**src/rtl/vsd_pkg.sv**
```systemverilog
package vsd_pkg;
  localparam int ADDR_W = 16;                // A16 short I/O space
  localparam int WIN_W  = 10;                // 1 KB window
  localparam int BASE_W = ADDR_W - WIN_W;    // compared upper bits
  localparam int AM_W   = 6;
  localparam int BANK_W = 6;                 // 64 banks

  typedef struct packed {
    logic [ADDR_W-1:1] addr;
    logic [AM_W-1:0]   am;
    logic              as_n;
    logic              ds0_n;
    logic              write_n;
  } vsd_bus_t;

  localparam vsd_bus_t VSD_IDLE = '{addr: '0, am: '0, as_n: 1'b1,
                                    ds0_n: 1'b1, write_n: 1'b1};

  typedef struct packed {
    logic              sel;
    logic              wr;
    logic              bank_hit;
    logic              rst_hit;
    logic              rst_on;
    logic [BANK_W-1:0] bank;
    logic [WIN_W-1:0]  offs;
  } vsd_dec_t;
endpackage

```
**src/rtl/vsd_capture.sv**
```systemverilog
module vsd_capture
  import vsd_pkg::*;
(
  input  logic              clk,
  input  logic              rst,
  input  vsd_bus_t          bus_i,
  input  logic [BASE_W-1:0] base_i,
  input  logic              sup_i,
  output vsd_bus_t          bus_q,
  output logic [BASE_W-1:0] base_q,
  output logic              sup_q
);
  // one register on every bus and setting input: the decode sees a
  // coherent snapshot taken at a single edge
  always_ff @(posedge clk) begin
    if (rst) begin
      bus_q  <= VSD_IDLE;
      base_q <= '0;
      sup_q  <= 1'b1;
    end else begin
      bus_q  <= bus_i;
      base_q <= base_i;
      sup_q  <= sup_i;
    end
  end
endmodule

```
**src/rtl/vsd_qualify.sv**
```systemverilog
module vsd_qualify
  import vsd_pkg::*;
#(
  parameter logic [AM_W-1:0] AM_SUP  = 6'h2D,
  parameter logic [AM_W-1:0] AM_USER = 6'h29
) (
  input  vsd_bus_t          bus,
  input  logic [BASE_W-1:0] base,
  input  logic              sup_only,
  output logic              cyc_ok
);
  logic am_ok;
  logic base_ok;
  logic strobe_ok;

  always_comb begin
    am_ok     = (bus.am == AM_SUP) || (!sup_only && (bus.am == AM_USER));
    base_ok   = (bus.addr[ADDR_W-1:WIN_W] == base);
    // only the low lane carries data; the high-lane strobe plays no part
    strobe_ok = !bus.as_n && !bus.ds0_n;
    cyc_ok    = am_ok && base_ok && strobe_ok;
  end
endmodule

```
**src/rtl/vsd_split.sv**
```systemverilog
module vsd_split
  import vsd_pkg::*;
#(
  parameter logic [WIN_W-1:0] RST_ON_OFS  = 10'h081,
  parameter logic [WIN_W-1:0] RST_OFF_OFS = 10'h0C1
) (
  input  logic [WIN_W-1:1]  offs_hi,
  input  logic              is_write,
  output logic              bank_hit,
  output logic              rst_hit,
  output logic              rst_on,
  output logic [BANK_W-1:0] bank
);
  localparam int REGION_LO = BANK_W + 1;

  logic on_match;
  logic off_match;

  always_comb begin
    bank_hit  = (offs_hi[WIN_W-1:REGION_LO] == '0);
    bank      = offs_hi[BANK_W:1];
    on_match  = (offs_hi == RST_ON_OFS[WIN_W-1:1]);
    off_match = (offs_hi == RST_OFF_OFS[WIN_W-1:1]);
    rst_hit   = is_write && (on_match || off_match);
    rst_on    = on_match;
  end
endmodule

```
**src/rtl/vme_sio_decoder.sv**
```systemverilog
module vme_sio_decoder
  import vsd_pkg::*;
#(
  parameter logic [AM_W-1:0]  AM_SUP      = 6'h2D,
  parameter logic [AM_W-1:0]  AM_USER     = 6'h29,
  parameter logic [WIN_W-1:0] RST_ON_OFS  = 10'h081,
  parameter logic [WIN_W-1:0] RST_OFF_OFS = 10'h0C1
) (
  input  logic              clk,
  input  logic              rst,
  input  logic [ADDR_W-1:1] vme_addr,
  input  logic [AM_W-1:0]   vme_am,
  input  logic              vme_as_n,
  input  logic              vme_ds0_n,
  input  logic              vme_ds1_n,
  input  logic              vme_write_n,
  input  logic [BASE_W-1:0] cfg_base,
  input  logic              cfg_sup_only,
  output logic              sel_o,
  output logic              wr_o,
  output logic [WIN_W-1:0]  offs_o,
  output logic              bank_hit_o,
  output logic [BANK_W-1:0] bank_o,
  output logic              rst_hit_o,
  output logic              periph_rst_o
);
  vsd_bus_t          bus_in;
  vsd_bus_t          bus_q;
  logic [BASE_W-1:0] base_q;
  logic              sup_q;
  logic              cyc_ok;
  logic              bank_hit;
  logic              rst_hit;
  logic              rst_on;
  logic [BANK_W-1:0] bank;
  vsd_dec_t          dec;
  vsd_dec_t          dec_q;
  logic              prst_q;
  logic              unused_ds1;

  assign unused_ds1 = vme_ds1_n;

  always_comb begin
    bus_in         = VSD_IDLE;
    bus_in.addr    = vme_addr;
    bus_in.am      = vme_am;
    bus_in.as_n    = vme_as_n;
    bus_in.ds0_n   = vme_ds0_n;
    bus_in.write_n = vme_write_n;
  end

  vsd_capture u_cap (
    .clk   (clk),
    .rst   (rst),
    .bus_i (bus_in),
    .base_i(cfg_base),
    .sup_i (cfg_sup_only),
    .bus_q (bus_q),
    .base_q(base_q),
    .sup_q (sup_q)
  );

  vsd_qualify #(.AM_SUP(AM_SUP), .AM_USER(AM_USER)) u_qual (
    .bus     (bus_q),
    .base    (base_q),
    .sup_only(sup_q),
    .cyc_ok  (cyc_ok)
  );

  vsd_split #(.RST_ON_OFS(RST_ON_OFS), .RST_OFF_OFS(RST_OFF_OFS)) u_split (
    .offs_hi (bus_q.addr[WIN_W-1:1]),
    .is_write(!bus_q.write_n),
    .bank_hit(bank_hit),
    .rst_hit (rst_hit),
    .rst_on  (rst_on),
    .bank    (bank)
  );

  always_comb begin
    dec.bank_hit = cyc_ok && bank_hit;
    dec.rst_hit  = cyc_ok && rst_hit;
    dec.sel      = dec.bank_hit || dec.rst_hit;
    dec.wr       = !bus_q.write_n;
    dec.rst_on   = rst_on;
    dec.bank     = bank;
    dec.offs     = {bus_q.addr[WIN_W-1:1], 1'b1};
  end

  always_ff @(posedge clk) begin
    if (rst) begin
      dec_q  <= '0;
      prst_q <= 1'b1;
    end else begin
      dec_q <= dec;
      if (dec.rst_hit) prst_q <= dec.rst_on;
    end
  end

  assign sel_o        = dec_q.sel;
  assign wr_o         = dec_q.wr;
  assign offs_o       = dec_q.offs;
  assign bank_hit_o   = dec_q.bank_hit;
  assign bank_o       = dec_q.bank;
  assign rst_hit_o    = dec_q.rst_hit;
  assign periph_rst_o = prst_q;
endmodule

```
**config.mk**
```make
export PLATFORM = sky130hd
export DESIGN_NAME = vme_sio_decoder
export DESIGN_NICKNAME = d
export VERILOG_FILES = /design/src/rtl/vsd_pkg.sv /design/src/rtl/vsd_capture.sv /design/src/rtl/vsd_qualify.sv /design/src/rtl/vsd_split.sv /design/src/rtl/vme_sio_decoder.sv
export SDC_FILE = /design/constraint.sdc
export NUM_CORES = 1
export LEC_CHECK = 0
export ABC_AREA = 1
export BUFFER_PORTS_ARGS = -buffer_cell sky130_fd_sc_hd__buf_2
export CORE_UTILIZATION = 45
export DETAILED_ROUTE_END_ITERATION = 6
export PLACE_DENSITY = 0.75
export SLEW_MARGIN = 20
export SYNTH_ARGS = -nofsm -noshare
export SYNTH_HDL_FRONTEND = slang
export SYNTH_HIERARCHICAL = 1
export SYNTH_SLANG_ARGS = --single-unit
```
**constraint.sdc**
```tcl
create_clock -name clk -period 1.1 [get_ports clk]
set_clock_uncertainty 0.05 [all_clocks]
set_input_delay 0.275 -clock clk [delete_from_list [all_inputs] [get_ports clk]]
set_output_delay 0.275 -clock clk [all_outputs]
set_load 0.1 [all_outputs]
```
* After elaboration in Yosys (flattened, before gate mapping)
Cells that the tools add are included.
Operators by class: add/subtract/negate cells 0, multiply operators 0, divide/modulo/power cells 0, $lt $le $gt $ge 0, equality and inequality tests 5, shift operators 0, muxes and demuxes 1, bitwise logic cells 0, reductions and logical operators 15
Operator list (count):
- 9-bit by 7-bit == test with 1-bit output, second input constant | 2
- 6-bit == test, second input constant | 2
- 1-bit logical AND | 7
- 6-bit == test | 1
- 1-bit zero test | 4
- 3-bit zero test | 1
- 1-bit logical OR | 3
- 1-bit 2-to-1 mux | 1
Word-level totals: register bits 52, bits in latches 0, RAM bits 0, memory bits (read-only) 0, input bits 34, word-level logic and storage cells 36, memories 0

* Depth between registers and ports, before layout
Gate-level depths: netlist of the first run.
word-level depth 7, mapped depth 9, mapped depth without buffers 9

* Cells and area by module
The synthesis of the first run kept the hierarchy.
By module, submodules not included:
- vsd_capture | times used 1, cells an instance 97, area each 893.4 um^2
- vme_sio_decoder | times used 1, cells an instance 64, area each 601.8 um^2
- vsd_qualify | times used 1, cells an instance 34, area each 143.9 um^2
- vsd_split | times used 1, cells an instance 24, area each 112.6 um^2

* Worst setup path after synthesis of the first run
No wires, ideal clock.
path type register to register, from register, netlist name periph_rst_o, to register prst_q (netlist: periph_rst_o), setup time 0.061 ns, data arrival time 1.148 ns, required time 0.989 ns, setup slack -0.159 ns, cell stages (with the launch flop) 3, buffers on the path 0, cell sequence dfxtp_1 > nand2_1 > nand3_2
RTL lines:
- end signal, assigned | line vme_sio_decoder.sv:95 | if (dec.rst_hit) prst_q <= dec.rst_on;
- end, declared | line vme_sio_decoder.sv:38 | logic prst_q;

* Final worst setup path of the first run
from register u_cap.base_q[3], to register prst_q (netlist: periph_rst_o)
Between the ends: word-level cells in the longest chain between the ends 4
RTL lines:
- start, declared | line vsd_capture.sv:10 | output logic [BASE_W-1:0] base_q,
- start signal, assigned | line vsd_capture.sv:22 | base_q <= base_i;
- 6-bit == test | line vsd_qualify.sv:18 | base_ok = (bus.addr[ADDR_W-1:WIN_W] == base);
- 1-bit logical AND (2 in series) | line vsd_qualify.sv:21 | cyc_ok = am_ok && base_ok && strobe_ok;
- net cyc_ok | line vme_sio_decoder.sv:31 | logic cyc_ok;
- 1-bit logical AND | line vme_sio_decoder.sv:81 | dec.rst_hit = cyc_ok && rst_hit;
The timed path passes the listed nets, and every way through them passes these cells. A chain may end at the register's enable or synchronous reset.

==> qor.yml, run 1 <==
coreArea_sq_um: 3690
violations: "setup timing"
netlist_top_cells_area: "dfxtp_1, inv_1, nor2_1"
placed_cell_area_sq_um: 2380
stdcell_area_sq_um: 2540
wl_um: 2720
path_delay_family: "simple AND/OR/NAND/NOR gates"
setup_viol: 25
viasPerCell: 3.95
cp_max_fo: 3
syn2layout_area_growth_pct: 45.1
drtIter0Drc: 33
synth.top_cell.area_share: 0.594
gp_congestion: 0.753
route.detailed.wl_per_inst_um: 8.43
path_buf_inv: 1
timing.rr.end: "periph_rst_o"
reg2reg_depth: 9
yosysSeqAreaShare: 0.594
critPathArrivalTime_ns: 1.33
status: "complete, but fails checks"
grt_max_degree: 27
n_antenna_cell: 0
clock_sinks: 52
holdCritStartpoint: "vme_ds0_n"
cts.htree.levels: 2
vias: 1271
p_int_w: 0.00286
hold_violations: 0
min_path_type: "in -> reg"
synth.distinct_cells: 13
dieArea_sq_um: 4150
drive_gt1_frac: 0.409
antenna_found_initial: 0
cp_cell_sequence: "inv_2 > nand2_1 > nand2_1 > nor2_2 > nand3_2 > nor2_4 > nand2_2 > nand2_2 > nand3_2"
static-leakage-power_nw: 1.30
crit_type: "reg -> reg"
post-route-min-period_ns: 1.18
gr-usage-all-layers: 0.153
cts_tree: "built"
nFillCells: 281
min_delay_path_depth: 3
whs_endpoint: "u_cap/bus_q[1]"
overflow: 0
die_h_um: 64.4
pwr-share-seq: 0.534
syn_inst: 219
cp.required_ns: 1.25
clkPwrFrac: 0.327
yosys.area.top_type: "dfxtp_1"
fp-row-count: 22
max_stage_delay_ns: 0.34
post-route-period-util: 1.07
multi_input_area_sq_um: 407
die_x_um: 64.4
grt_pass1_vias: 1138
fmax_ghz: 0.851
switching_share: 0.244
critPathSlowestCell: "dfxtp_2"
tightest_slew_ns: 0.234
power_density_nw_per_um2: 1490
cts_hold_buf: 0
critPathCaptureType: "flop"
ctsLongestPathBuffers: 2
syn_area_sq_um: 1750
grt_pass1_wl_um: 4660
start_util: 0.475
yosys_warnings: 6
maxCapViolCount: 0
switchingPower_w: 0.000922
avgSynthCellArea_sq_um: 8.00
fin_ws_ns: -0.0756
irDropWorstVdd_mv: 1.07
port_buffers: 53
first_pass_iters: 3
clk_latency_ns: 0.30
layout.nets: 307
relSlewSlack: 0.844
antenna_left: 0
path_clk_slew_ns: 0.09
postCtsSetupRepairBufs: 0
startpoint_type: "flop"
p_comb_frac: 0.139
power.total_w: 0.00378
drt_drc_violations_left: 0
io_pins: 55
reg2reg_setup_slack_ns: -0.08
cts-root-buf: "clkbuf_8"
seq_area_sq_um: 1080
syn_nets: 253
ys_seq_elements: 52
dp_hpwl_um: 2130
rsz0062_at_grt: "yes"
r2r-start: "u_cap/base_q[3]"
maxSlewViolCount: 0
numCtsBuffers: 5
-- cell usage in the layout, fill, tap and decap left out, drive strengths merged --
master	n
nand2	26
clkbuf	6
nand3	4
nor3b	1
buf	58
dfxtp	52
nor2	56
inv	66
clkinv	1
a21oi	1
xnor2	2
bufinv	1
-- metrics by stage --
stage                     std cells   util  hold WS, ns  TNS [ns]  setup slack, ns
after floorplan                 219      -        0.317         0         0.000242
after global placement          314  0.646        0.341    -0.244           -0.118
after detailed placement        314  0.646        0.358    -0.525           -0.192
after CTS                       322  0.677        0.105     -1.64           -0.144
after global routing            322  0.689        0.103     -2.31           -0.148
final                           322  0.689        0.108     -1.12          -0.0756
-- area by class of cell --
type | instances | area share
clock buffers | 6 | 0.0285
clock inverters | 2 | 0.0138
repair buffers | 58 | 0.253
flip-flops and latches | 52 | 0.424
inverters | 66 | 0.0974
well taps | 48 | 0.0236
multi-input cells | 90 | 0.160
-- cell usage after synthesis, drive strengths merged --
library cell and count:
nand2 26, inv 66, xnor2 2, dfxtp 52, buf 11, a21oi 1
nor3b 1, nand3 4, nor2 56
-- worst max-delay path by stage --
stage / depth (start not counted) / start / endpoint / slack (ns)
finish: 9 / u_cap/base_q[3] / periph_rst_o / -0.08
global route: 9 / u_cap/base_q[1] / periph_rst_o / -0.15
CTS: 9 / u_cap/base_q[3] / periph_rst_o / -0.14
detailed placement: 8 / u_cap/bus_q[4] / periph_rst_o / -0.19
global placement: 8 / u_cap/bus_q[4] / periph_rst_o / -0.12
floorplan: 9 / u_cap/base_q[4] / periph_rst_o / 0.0002
-- power by group through the flow --
stage                     Sequential, W  Clock [W]  Combinational [W]
after floorplan                 0.00223          0           0.000157
after CTS                       0.00202    0.00127           0.000520
after global placement          0.00206          0           0.000509
after global routing            0.00203    0.00139           0.000566
final                           0.00202    0.00123           0.000525
after detailed placement        0.00206          0           0.000518
-- registers in the layout (all words and copies together) (netlist names), 6 cells and up --
signal	cells
u_cap/bus_q	24
bank_o	6
u_cap/base_q	6
offs_o	10
-- kinds of logic (layout without fill, tap and decap cells) --
family / after synthesis / count (layout) / share of synthesized area
compound gates: 1 / 1 / 0.00285
xor+xnor: 2 / 2 / 0.0100
buf+inv: 77 / 132 / 0.197
flops: 52 / 52 / 0.594
simple gates: 87 / 87 / 0.196
-- layer usage --
layer	track usage	routed length, um	vias up
li1	-	-	694
met3	0.0589	181	7
met5	0	0	-
met1	0.164	1100	527
met4	0.0750	55	0
met2	0.261	1380	43
-- worst reg2reg max path: cells and delay by family, from the launching register on --
family / cells / cell delay (ns)
buffers and inverters: 1 / 0.03
AND/OR/NAND/NOR: 8 / 0.66
flip-flops: 1 / 0.34
-- repair_timing --
| action | in CTS | in global routing |
|---|---|---|
| pin swaps | 4 | 5 |
| endpoints found under the setup margin | 25 | 25 |
| gates resized for setup | 5 | 20 |
Power figures use the tool's default switching activity.
==> run 2: changes to the inputs <==
--- a/config.mk
+++ b/config.mk
@@ -7,6 +7,8 @@
 export LEC_CHECK = 0
 export ABC_AREA = 1
 export BUFFER_PORTS_ARGS = -buffer_cell sky130_fd_sc_hd__buf_2
+export CAP_MARGIN = 40
+export CORE_MARGIN = 2
 export CORE_UTILIZATION = 45
 export DETAILED_ROUTE_END_ITERATION = 6
 export PLACE_DENSITY = 0.75
==> run 2 against run 1 <==
  * The run still ends with setup timing left
  * Critical path depth unchanged
  * Setup slack improved by 0.0067 ns
  * Clock-buffer cell count increased by 2
  * Critical endpoint unchanged
  * Final area is 2.0% lower
  * Clock power fell by 13%
  * Sequential power is essentially flat
  * Utilization shrank 1.4 points
  * Flip-flop and latch count unchanged
  * Combinational power fell by 2%
  * Final cell count up 0.62%
==> qor.yml, run 2 (synthesis gave the netlist of run 1 again) <==
status: "complete, but fails checks"
violations: "setup timing"
ctsLongestPathBuffers: 2  # unchanged
gp_congestion: 0.750  # -0.45%
largest_register: "u_cap/bus_q"
overflow: 0  # unchanged
vias: 1301  # +2.4%
cts.htree.levels: 2  # unchanged
syn2layout_area_growth_pct: 42.3
port_buffers: 53  # unchanged
first_pass_iters: 4  # +1
critPathArrivalTime_ns: 1.31  # -0.02 ns
io_pins: 55  # unchanged
layout_commonest_cell: "inv_1"
use_met2: 0.255  # -0.00553
min_delay_path_depth: 3  # unchanged
largest_reg_flops: 24  # unchanged
grt_max_degree: 27  # unchanged
antenna_found_initial: 0  # unchanged
fmax_ghz: 0.856  # +0.58%
numCtsBuffers: 5  # unchanged
critPathSlowestCell: "dfxtp_2"
min_path_type: "in -> reg"
fp-row-count: 22  # unchanged
tightest_slew_ns: 0.176  # -0.0578 ns
static-leakage-power_nw: 1.29  # -0.45%
grt_pass1_vias: 1152  # +1.2%
critPathCaptureType: "flop"
cp.required_ns: 1.24  # about the same
n_antenna_cell: 0  # unchanged
utilization: 0.676  # -0.0136
hold_violations: 0  # unchanged
die_h_um: 66.4  # +3.1%
grt_pass1_wl_um: 4660  # +0.15%
gr-usage-met1: 0.150  # -0.0135
coreArea_sq_um: 3690  # unchanged
cts_hold_buf: 0  # unchanged
power_density_nw_per_um2: 1440  # -2.9%
route.detailed.wl_per_inst_um: 8.56  # +1.5%
power.total_w: 0.00360  # -4.8%
nFillCells: 316  # +12%
rsz0062_at_grt: "yes"
multi_input_area_sq_um: 373  # -8.3%
wl_um: 2780  # +2.2%
final.setup.tns_ns: -1.01  # +0.106 ns
drtIter0Drc: 40  # +21%
seq_area_sq_um: 1080  # -0.12%
reg2reg_depth: 9  # unchanged
layout.nets: 309  # +0.65%
relSlewSlack: 0.882  # +0.0383
startpoint_type: "flop"
cts_tree: "built"
gr-usage-all-layers: 0.147  # -0.00624
top_usage_layer: "met2"
clk_latency_ns: 0.30  # about the same
clock_sinks: 52  # unchanged
drt_drc_violations_left: 0  # unchanged
cp_cell_sequence: "inv_1 > nand2_1 > nand2_1 > nor2_1 > nand3_1 > nor2_2 > nand2_2 > nand2_2 > nand3_2"
crit_type: "reg -> reg"
maxCapViolCount: 0  # unchanged
path_clk_slew_ns: 0.08  # about the same
final_cell_mix: "inv_1, nor2_1, buf_2"
grtUsageMet3: 0.0630  # +0.00410
cts-root-buf: "clkbuf_8"
irDropWorstVdd_mv: 1.08  # +0.96%
cp_max_fo: 3  # unchanged
fin_ws_ns: -0.0688  # +0.00674 ns
start_util: 0.475  # unchanged
max_stage_delay_ns: 0.33  # about the same
dieArea_sq_um: 4410  # +6.3%
die_x_um: 66.4  # +3.1%
maxSlewViolCount: 0  # unchanged
post-route-min-period_ns: 1.17  # -0.00674 ns
post-route-period-util: 1.06  # -0.00613
antenna_left: 0  # unchanged
viasPerCell: 4.02  # +1.7%
drive_gt1_frac: 0.362  # -0.0464
setup_viol: 23  # -8.0%
dp_hpwl_um: 2240  # +5.2%
run 2: cell count changes in the layout (fill, tap and decap cells not counted), moves of 3 or more:
cell,change
nor2_1,+5
inv_2,-4
inv_1,+4
buf_4,+3
nor2_2,-4
nand2_1,+3
nand2_2,-3
run 2: timing repair:
| action | 4_1_cts | 5_1_grt |
|---|---|---|
| gates resized for setup | 8 | 2 |
| endpoints found under the setup margin | 25 | 25 |
| setup buffers | 0 | 0 |
| hold endpoints to repair | 0 | 0 |
| pin swaps | 8 | 5 |
run 2: power breakdown:
part           switching, W  leakage, nW  internal, W  total, W
sequential        0.0000450        0.440      0.00197   0.00202
combinational      0.000306        0.808     0.000207  0.000513
clock              0.000552       0.0455     0.000513   0.00107
total              0.000904         1.29      0.00269   0.00360
run 2: worst paths after layout:
check	slack [ns]	start	to
max	-0.07	u_cap/base_q[1]	periph_rst_o
min reg2reg	0.35	u_cap/bus_q[0]	wr_o
max reg2reg	-0.07	u_cap/base_q[1]	periph_rst_o
min	0.10	vme_as_n	u_cap/bus_q[2]
run 2: metrics by stage:
step	worst slack, ns	instances	instance area [sq um]	hold WS (ns)
floorplan	0.000242	219	1780	0.317
global placement	-0.130	316	2390	0.342
detailed placement	-0.156	316	2390	0.345
CTS	-0.104	324	2490	0.0957
global route	-0.176	324	2490	0.106
finish	-0.0688	324	2490	0.103
run 2: layout make-up:
class | instances | area share
well taps | 48 | 0.0241
flip-flops and latches | 52 | 0.432
multi-input cells | 90 | 0.150
inverters | 66 | 0.0994
clock buffers | 8 | 0.0361
repair buffers | 60 | 0.259
run 2: per-layer routing:
layer / wire length [um] / part of all wire
met1: 1150 / 0.41
met2: 1350 / 0.49
met3: 225 / 0.081
met4: 57 / 0.021
met5: 0 / 0
run 2: worst max-delay path: cells and delay by family, from the launching register on:
kind / cells / cell delay, ns
simple gates: 8 / 0.66
flops: 1 / 0.33
buf+inv: 1 / 0.03
==> run 3: changes to the inputs <==
--- a/config.mk
+++ b/config.mk
@@ -9,9 +9,10 @@
 export BUFFER_PORTS_ARGS = -buffer_cell sky130_fd_sc_hd__buf_2
 export CAP_MARGIN = 40
 export CORE_MARGIN = 2
-export CORE_UTILIZATION = 45
+export CORE_UTILIZATION = 47
+export CTS_BUF_LIST = sky130_fd_sc_hd__clkbuf_4 sky130_fd_sc_hd__clkbuf_8
 export DETAILED_ROUTE_END_ITERATION = 6
-export PLACE_DENSITY = 0.75
+export PLACE_DENSITY = 0.77
 export SLEW_MARGIN = 20
 export SYNTH_ARGS = -nofsm -noshare
 export SYNTH_HDL_FRONTEND = slang
==> run 3 against run 2 <==
  * The run still ends with setup timing left
  * Highest routed layer unchanged
  * Largest power group unchanged
  * Sequential power about the same
  * Maximum frequency down 5.0%
  * Final area up 0.80%
==> qor.yml, run 3 (synthesis gave the netlist of run 1 again) <==
vias: 1326  # +1.9%
grt_pass1_wl_um: 5200  # +12%
fmax_ghz: 0.813  # -5.0%
cts.htree.levels: 2  # unchanged
reg2reg_setup_slack_ns: -0.13  # -0.06 ns
drt_drc_violations_left: 0  # unchanged
largest_reg_flops: 24  # unchanged
wl_um: 3050  # +9.8%
path_delay_family: "simple AND/OR/NAND/NOR gates"
ctsLongestPathBuffers: 2  # unchanged
grt_pass1_vias: 1257  # +9.1%
tightest_slew_ns: 0.280  # +0.104 ns
maxCapViolCount: 0  # unchanged
r2r-start: "u_cap/bus_q[17]"
startpoint_type: "flop"
stdcell_area_sq_um: 2510  # +0.80%
gr-usage-all-layers: 0.168  # +0.0217
drtIter0Drc: 37  # -7.5%
dp_hpwl_um: 2310  # +2.7%
startpoint: "u_cap/bus_q[17]"
antenna_left: 0  # unchanged
critPathArrivalTime_ns: 1.38  # +0.07 ns
post-route-period-util: 1.12  # +0.0558
setup_viol: 24  # +4.3%
relSlewSlack: 0.813  # -0.0691
largest_register: "u_cap/bus_q"
dp.cells: 314  # -0.63%
fp-row-count: 22  # unchanged
min_path_type: "in -> reg"
nFillCells: 297  # -6.0%
multi_input_area_sq_um: 383  # +2.7%
gp_congestion: 0.666  # -11%
static-leakage-power_nw: 1.29  # about the same
maxSlewViolCount: 0  # unchanged
start_util: 0.482  # +0.00720
route.detailed.wl_per_inst_um: 9.43  # +10%
die_h_um: 65.1  # -2.0%
crit_type: "reg -> reg"
power_density_nw_per_um2: 1510  # +4.6%
status: "complete, but fails checks"
first_pass_iters: 4  # unchanged
hold_ws_ns: 0.101  # -0.00107 ns
cts-root-buf: "clkbuf_8"
path_clk_slew_ns: 0.09  # about the same
seq_area_sq_um: 1070  # -0.35%
io_pins: 55  # unchanged
viasPerCell: 4.11  # +2.2%
whs_endpoint: "u_cap/bus_q[2]"
instances_no_fill: 323  # -0.31%
port_buffers: 53  # unchanged
rsz0062_at_grt: "yes"
numCtsBuffers: 5  # unchanged
cp_max_fo: 3  # unchanged
max_stage_delay_ns: 0.33  # about the same
overflow: 0  # unchanged
cp_cell_sequence: "inv_1 > nand2_1 > nor2_1 > nand2_1 > nor2_2 > nand2_2 > nand2_2 > nand3_2"
dieArea_sq_um: 4230  # -4.0%
clock_sinks: 52  # unchanged
final_cell_mix: "inv_1, nor2_1, buf_2"
layout.nets: 308  # -0.32%
layout_commonest_cell: "inv_1"
grt_max_degree: 28  # +3.7%
hold_violations: 0  # unchanged
path_buf_inv: 1  # unchanged
cts_tree: "built"
critPathCaptureType: "flop"
antenna_found_initial: 0  # unchanged
dp_slack_ns: -0.189  # -0.0335 ns
holdCritStartpoint: "vme_as_n"
critPathSlowestCell: "dfxtp_1"
clk_latency_ns: 0.30  # about the same
reg2reg_depth: 8  # -1
post-route-min-period_ns: 1.23  # +0.0614 ns
fin_ws_ns: -0.130  # -0.0614 ns
timing.rr.end: "periph_rst_o"
irDropWorstVdd_mv: 1.05  # -2.4%
n_antenna_cell: 0  # unchanged
drive_gt1_frac: 0.375  # +0.0122
syn2layout_area_growth_pct: 43.4
min_delay_path_depth: 3  # unchanged
placed_cell_area_sq_um: 2370  # -0.63%
die_x_um: 65.1  # -2.0%
violations: "setup timing"
cp.required_ns: 1.25  # about the same
coreArea_sq_um: 3630  # -1.5%
[run 3: cell count changes in the layout (fill, tap and decap cells not counted), sizes merged]
cell      before  now
clkbuf         8    5
buf           60   59
bufinv         0    1
clkinv         0    1
clkinvlp       0    1
[run 3: report_power, final]
group | total, W | switching (W) | internal, W
clock | 0.00125 | 0.000582 | 0.000673
sequential | 0.00202 | 0.0000488 | 0.00197
combinational | 0.000518 | 0.000314 | 0.000204
[run 3: final cells by class]
| class | count | area share |
|---|---|---|
| Clock buffer | 5 | 0.0274 |
| Clock inverter | 3 | 0.0169 |
| Inverter | 66 | 0.0986 |
| Multi-Input combinational cell | 90 | 0.152 |
| Sequential cell | 52 | 0.427 |
| Tap cell | 48 | 0.0239 |
| Timing Repair Buffer | 59 | 0.254 |
[run 3: repair_timing]
item                       CTS  global route
pin swaps                    8             7
buffers inserted             1             0
hold buffers                 0             0
setup endpoints to repair   25            25
gates resized for setup     11             2
[run 3: routing by layer]
metal  track usage  wire length (um)  vias to the layer above
met2         0.318              1670                       47
met4        0.0781                72                        0
li1              -                 -                      698
met3        0.0694               226                        7
met5             0                 0                        -
met1         0.154              1080                      574
[run 3: worst reg2reg max path, cell delays in order (launching register included)]
cell     delay [ns]
dfxtp_1        0.33
inv_1          0.08
nand2_1        0.07
nor2_1         0.14
nand2_1        0.12
nor2_2         0.14
nand2_2        0.09
nand2_2        0.07
nand3_2        0.05
[run 3: stage by stage]
step | util | setup TNS, ns | power [W]
6_report | 0.691 | -1.23 | 0.00380
5_1_grt | 0.691 | -2.49 | 0.00397
4_1_cts | 0.689 | -1.53 | 0.00383
3_5_place_dp | 0.653 | -0.468 | 0.00258
3_3_place_gp | 0.653 | -0.336 | 0.00256
2_1_floorplan | - | 0 | 0.00239
[run 3: worst max-delay path by stage]
stage	end	slack (ns)	cells past startpoint
after floorplan	periph_rst_o	0.0002	9
after global placement	periph_rst_o	-0.15	8
after detailed placement	periph_rst_o	-0.19	8
after CTS	periph_rst_o	-0.14	9
after global routing	periph_rst_o	-0.20	8
final	periph_rst_o	-0.13	8
